--- src/rtl/cfgld_pkg.sv ---
`timescale 1ns/1ps
package cfgld_pkg;
  localparam int NUM_OUT = 10;
  localparam int CFG_W   = NUM_OUT + 1;
  localparam int CNT_W   = $clog2(CFG_W + 2);

  // Shift stages hold the first-sent bit furthest from the input.
  // Returns the word indexed by configuration bit number.
  function automatic logic [CFG_W-1:0] stages_to_dbits(input logic [CFG_W-1:0] st);
    logic [CFG_W-1:0] d;
    for (int i = 0; i < CFG_W; i++) d[i] = st[CFG_W-1-i];
    return d;
  endfunction

  // Configuration bit n enables output NUM_OUT-1-n.
  function automatic logic [NUM_OUT-1:0] dbits_to_enables(input logic [CFG_W-1:0] d);
    logic [NUM_OUT-1:0] e;
    for (int j = 0; j < NUM_OUT; j++) e[j] = d[NUM_OUT-1-j];
    return e;
  endfunction
endpackage

--- src/rtl/cfgld_seq.sv ---
`timescale 1ns/1ps
module cfgld_seq
  import cfgld_pkg::*;
(
  input  logic clk,
  input  logic rst_n,
  input  logic cfg_en,
  output logic do_shift,
  output logic do_commit,
  output logic committed
);
  localparam logic [CNT_W-1:0] LOAD_CNT = CNT_W'(CFG_W);
  localparam logic [CNT_W-1:0] DONE_CNT = CNT_W'(CFG_W + 1);

  logic [CNT_W-1:0] cnt_q;

  assign do_shift  = cfg_en && (cnt_q < LOAD_CNT);
  assign do_commit = cfg_en && (cnt_q == LOAD_CNT);
  assign committed = (cnt_q == DONE_CNT);

  always_ff @(posedge clk or negedge rst_n) begin
    if (!rst_n)               cnt_q <= '0;
    else if (!cfg_en)         cnt_q <= '0;
    else if (cnt_q != DONE_CNT) cnt_q <= cnt_q + 1'b1;
  end


  seq_rearm_chk: assert property (@(posedge clk) disable iff (!rst_n)
    !cfg_en |=> (cnt_q == '0));

  seq_saturate_chk: assert property (@(posedge clk) disable iff (!rst_n)
    (cfg_en && committed) |=> committed);

  seq_commit_once_chk: assert property (@(posedge clk) disable iff (!rst_n)
    do_commit |=> !do_commit);

  seq_advance_chk: assert property (@(posedge clk) disable iff (!rst_n)
    do_shift |=> (cnt_q == $past(cnt_q) + 1'b1));
endmodule

--- src/rtl/cfgld_shreg.sv ---
`timescale 1ns/1ps
module cfgld_shreg
  import cfgld_pkg::*;
(
  input  logic             clk,
  input  logic             rst_n,
  input  logic             clr,
  input  logic             do_shift,
  input  logic             ser_in,
  output logic [CFG_W-1:0] stages
);
  always_ff @(posedge clk or negedge rst_n) begin
    if (!rst_n)        stages <= '0;
    else if (clr)      stages <= '0;
    else if (do_shift) stages <= {stages[CFG_W-2:0], ser_in};
  end


  shreg_entry_chk: assert property (@(posedge clk) disable iff (!rst_n)
    do_shift |=> (stages[0] == $past(ser_in)));

  shreg_move_chk: assert property (@(posedge clk) disable iff (!rst_n)
    do_shift |=> (stages[CFG_W-1:1] == $past(stages[CFG_W-2:0])));

  shreg_clear_chk: assert property (@(posedge clk) disable iff (!rst_n)
    clr |=> (stages == '0));
endmodule

--- src/rtl/cfgld_ctrl.sv ---
`timescale 1ns/1ps
module cfgld_ctrl
  import cfgld_pkg::*;
(
  input  logic             clk,
  input  logic             rst_n,
  input  logic             clr,
  input  logic             do_commit,
  input  logic             committed,
  input  logic [CFG_W-1:0] stages,
  output logic [CFG_W-1:0] dbits
);
  always_ff @(posedge clk or negedge rst_n) begin
    if (!rst_n)         dbits <= '0;
    else if (clr)       dbits <= '0;
    else if (do_commit) dbits <= stages_to_dbits(stages);
  end


  ctrl_load_chk: assert property (@(posedge clk) disable iff (!rst_n)
    do_commit |=> (dbits[0] == $past(stages[CFG_W-1]) && dbits[CFG_W-1] == $past(stages[0])));

  ctrl_frozen_chk: assert property (@(posedge clk) disable iff (!rst_n)
    (!clr && committed) |=> $stable(dbits));

  ctrl_idle_chk: assert property (@(posedge clk) disable iff (!rst_n)
    (!clr && !do_commit && !committed) |=> $stable(dbits));

  ctrl_clear_chk: assert property (@(posedge clk) disable iff (!rst_n)
    clr |=> (dbits == '0));
endmodule

--- src/rtl/cfgld_outsel.sv ---
`timescale 1ns/1ps
module cfgld_outsel
  import cfgld_pkg::*;
(
  input  logic               cfg_en,
  input  logic               ser_in,
  input  logic [CFG_W-1:0]   dbits,
  output logic [NUM_OUT-1:0] out_en,
  output logic               clk_sel
);
  always_comb begin
    if (cfg_en) begin
      out_en  = dbits_to_enables(dbits);
      clk_sel = dbits[CFG_W-1];
    end else begin
      out_en  = '1;
      clk_sel = ser_in;
    end
  end
endmodule

--- src/rtl/serial_cfg_loader.sv ---
`timescale 1ns/1ps
module serial_cfg_loader
  import cfgld_pkg::*;
(
  input  logic               clk,
  input  logic               rst_n,
  input  logic               cfg_en,
  input  logic               ser_in,
  output logic [NUM_OUT-1:0] out_en,
  output logic               clk_sel
);
  logic             do_shift;
  logic             do_commit;
  logic             committed;
  logic             rearm;
  logic [CFG_W-1:0] stages;
  logic [CFG_W-1:0] dbits;

  assign rearm = !cfg_en;

  cfgld_seq u_seq (
    .clk(clk), .rst_n(rst_n), .cfg_en(cfg_en),
    .do_shift(do_shift), .do_commit(do_commit), .committed(committed)
  );

  cfgld_shreg u_shreg (
    .clk(clk), .rst_n(rst_n), .clr(rearm), .do_shift(do_shift),
    .ser_in(ser_in), .stages(stages)
  );

  cfgld_ctrl u_ctrl (
    .clk(clk), .rst_n(rst_n), .clr(rearm), .do_commit(do_commit),
    .committed(committed), .stages(stages), .dbits(dbits)
  );

  cfgld_outsel u_outsel (
    .cfg_en(cfg_en), .ser_in(ser_in), .dbits(dbits),
    .out_en(out_en), .clk_sel(clk_sel)
  );


  always_comb begin
    if (rst_n && !cfg_en) begin
      bypass_chk: assert (out_en == '1 && clk_sel == ser_in);
    end
  end


  top_sel_hold_chk: assert property (@(posedge clk) disable iff (!rst_n)
    (cfg_en && committed) |=> (!cfg_en || $stable(clk_sel)));
endmodule

--- config.mk ---
export PLATFORM = sky130hd
export DESIGN_NAME = serial_cfg_loader
export DESIGN_NICKNAME = d
export VERILOG_FILES = /design/src/rtl/cfgld_pkg.sv /design/src/rtl/cfgld_seq.sv /design/src/rtl/cfgld_shreg.sv /design/src/rtl/cfgld_ctrl.sv /design/src/rtl/cfgld_outsel.sv /design/src/rtl/serial_cfg_loader.sv
export SDC_FILE = /design/constraint.sdc
export NUM_CORES = 1
export LEC_CHECK = 0
export ABC_AREA = 1
export BUFFER_PORTS_ARGS = -buffer_cell sky130_fd_sc_hd__buf_4
export CAP_MARGIN = 40
export CORE_UTILIZATION = 50
export DETAILED_ROUTE_END_ITERATION = 10
export PLACE_DENSITY_LB_ADDON = 0.15
export SLEW_MARGIN = 5
export SYNTH_ARGS = -nofsm -noshare
export SYNTH_HDL_FRONTEND = slang
export SYNTH_SLANG_ARGS = --single-unit
--- constraint.sdc ---
create_clock -name clk -period 1.3 [get_ports clk]
set_clock_uncertainty 0.05 [all_clocks]
set_input_delay 0.26 -clock clk [delete_from_list [all_inputs] [get_ports clk]]
set_output_delay 0.26 -clock clk [all_outputs]
set_load 0.005 [all_outputs]
==> results.md <==
* Crit path max-delay family: flip-flops
* Number of global-route vias before repair at 1,004
* CTS tree: yes
* Area of the multi-input gates at 587 um^2
* Critical-path cell list: inv_2 -> nand2_1 -> buf_6
* Wire per inst at 12.2 um
* Fillers at 228
* Clk sinks at 26
* Yosys cell types at 20
* Routed WL at 2.74 mm
* VDD IR max at 0.536 mV
* Crit. End Element: output pin
* Max-cap violations at 0
* ANT nets after route at 0
* Die Ht at 54.7 um
* Pin count of the biggest net entering global routing at 27
* Starting DRT DRC Count at 25
* Dpl hpwl at 1.71 mm
* Vias/cell at 4.99
* FF+latch area at 651 um^2
* Detailed Routing Iterations Pass 1 at 4
* # rows at 18
* Area leader, netlist: dfrtp_1
* Critical-path maximum fanout at 2
* Final cell count without fillers at 224
* Num CTS Buffers at 3
* Tmin final at 1.27 ns
* Synthesis-to-finish area growth at 21.7%
* Final hold violations at 0
* CP max stage delay at 0.40 ns
* Post-Route Setup TNS at 0 ns
* Starting Density at 0.545
* Die footprint at 0.00299 mm^2
* Htree depth at 1
* DRC errors left at 0
* Root Driver: clkbuf_4
* GP Congestion at 0.777
* Pre-CTS WS at -0.100 ns
* First-pass GRT wire length at 4.51 mm
* Status: finished clean
* Crit start category: flop
* Final setup violation count at 0
* Placeable Area at 0.00254 mm^2
* CP required at 0.99 ns
* Port Buffers at 14
* # IOs at 15
* Synth Instances at 168
* Clock Path Buffers at 2
* FMAX at 787 MHz
* WS Path Type: reg -> out
* Placed Cells incl. Taps at 209
* Register area share after synthesis at 0.469
* Class of the worst hold path: in -> reg
* DR vias at 1,117
* N_diodes at 0
* Rel. slew slack at 0.778
* Leak Pwr at 0.000927 uW
* Nets at 201
* Core Util, Final at 0.663
* GRT Overall Usage at 0.217
* Final worst path period share at 0.977
* Die W at 54.7 um
* Pwr dens at 852 mW/mm^2
* Top cell type's share of synthesized area at 0.469
* Worst-Skew Late Latency at 0.32 ns
* CP max-delay cell: dfrtp_1
* Fraction of layout cells with a size suffix above 1 at 0.366
* Slew Limit Fails at 0
* Syn Nets at 174
* RSZ-0062 raised after global routing: yes
* CP Buf/Inv Count at 2
* Average size of a mapped cell at 8.25 um^2
* Synth Warn # at 0
* Post-Syn Area at 0.00139 mm^2
* Synth top area cells: dfrtp_1, nand2_1, inv_1
* Flops & latches, synth at 26
* Setup slack after layout at 0.0299 ns
* Initial antenna violation count at 0
* Arr. time, crit path at 0.96 ns
* Slew at the pin closest to its max-slew limit at 0.333 ns
* Total grt overflow at 0
* Worst-path clk slew at 0.14 ns
cell type report:
class	instances	area share
multi-input cells	105	0.348
inverters	29	0.0645
clock buffers	4	0.0215
well taps	30	0.0223
repair buffers	30	0.158
flip-flops and latches	26	0.386
tightest hold or removal path: cells and delay by family:
kind / cells / cell delay (ns)
buf+inv: 1 / 0.08
simple gates: 2 / 0.15
registers in the layout, indices dropped and copies added, names as in the netlist:
name            count
u_seq.cnt_q         4
u_ctrl.dbits       11
u_shreg.stages     11
Yosys cell counts, drive strengths merged:
master / number
nand2: 66
dfrtp: 26
buf: 9
inv: 29
clkbuf: 1
nor2: 3
nand4: 12
o21ai: 13
a21oi: 1
nand3: 6
ha: 2
path summary, 6_finish.rpt:
path,start,to,slack [ns],cells after the start
min in group asynchronous,rst_n,u_ctrl.dbits[10],0.31,2
min reg2reg,u_ctrl.dbits[1],u_ctrl.dbits[1],0.48,2
max in group asynchronous,rst_n,u_shreg.stages[5],0.64,2
max reg2reg,u_seq.cnt_q[0],u_ctrl.dbits[8],0.03,5
min,ser_in,u_shreg.stages[0],0.15,3
max,u_ctrl.dbits[5],out_en[4],0.03,3
cell usage in the layout (no fill, tap or decap), types with 2 or more instances in the layout:
cell type | Yosys | final
inv_2 | 1 | 13
nand4_1 | 12 | 12
clkbuf_4 | 0 | 3
inv_1 | 28 | 16
nand2_4 | 0 | 2
nand2_1 | 64 | 59
nand3_4 | 1 | 2
nand2_2 | 2 | 6
buf_4 | 3 | 21
nor2_4 | 1 | 2
dfrtp_1 | 26 | 26
buf_6 | 5 | 7
nand3_1 | 4 | 4
o21ai_0 | 3 | 2
o21ai_2 | 10 | 10
through the flow:
stage | hold slack, ns | total power (uW) | area (um^2)
final | 0.149 | 1440 | 1690
after global routing | 0.168 | 1500 | 1690
after CTS | 0.136 | 1430 | 1570
after detailed placement | 0.140 | 1010 | 1500
after global placement | 0.135 | 1010 | 1500
after floorplan | -0.0856 | 943 | 1390
cells by family (layout without fill, tap and decap cells):
group	count (synthesis)	after routing	synth area share
AOI/OAI and AO/OA	14	14	0.0776
buffers and inverters	39	63	0.149
DFF	26	26	0.469
and+or+nand+nor	87	89	0.286
adders and majority gates	2	2	0.0180
timing repair:
action	4_1_cts	5_1_grt
cloned	1	1
endpoints found under the hold margin	26	0
setup buffers	1	7
pin swaps	1	3
endpoints found under the setup margin	27	37
hold buffers	1	0
gates resized for setup	9	22
metal layers:
layer | part of all wire | vias to the layer above | global-route usage
li1 | - | 572 | -
met1 | 0.46 | 527 | 0.270
met2 | 0.50 | 16 | 0.367
met3 | 0.029 | 2 | 0.0250
met4 | 0.011 | 0 | 0.103
met5 | 0 | - | 0
power breakdown:
group	leakage [uW]	internal, uW	total, uW	switching [uW]
Sequential	0.000359	821	831	10.1
Clock	0.0000210	171	410	239
Combinational	0.000547	83.1	197	114
(Power assumes the default switching activity.)
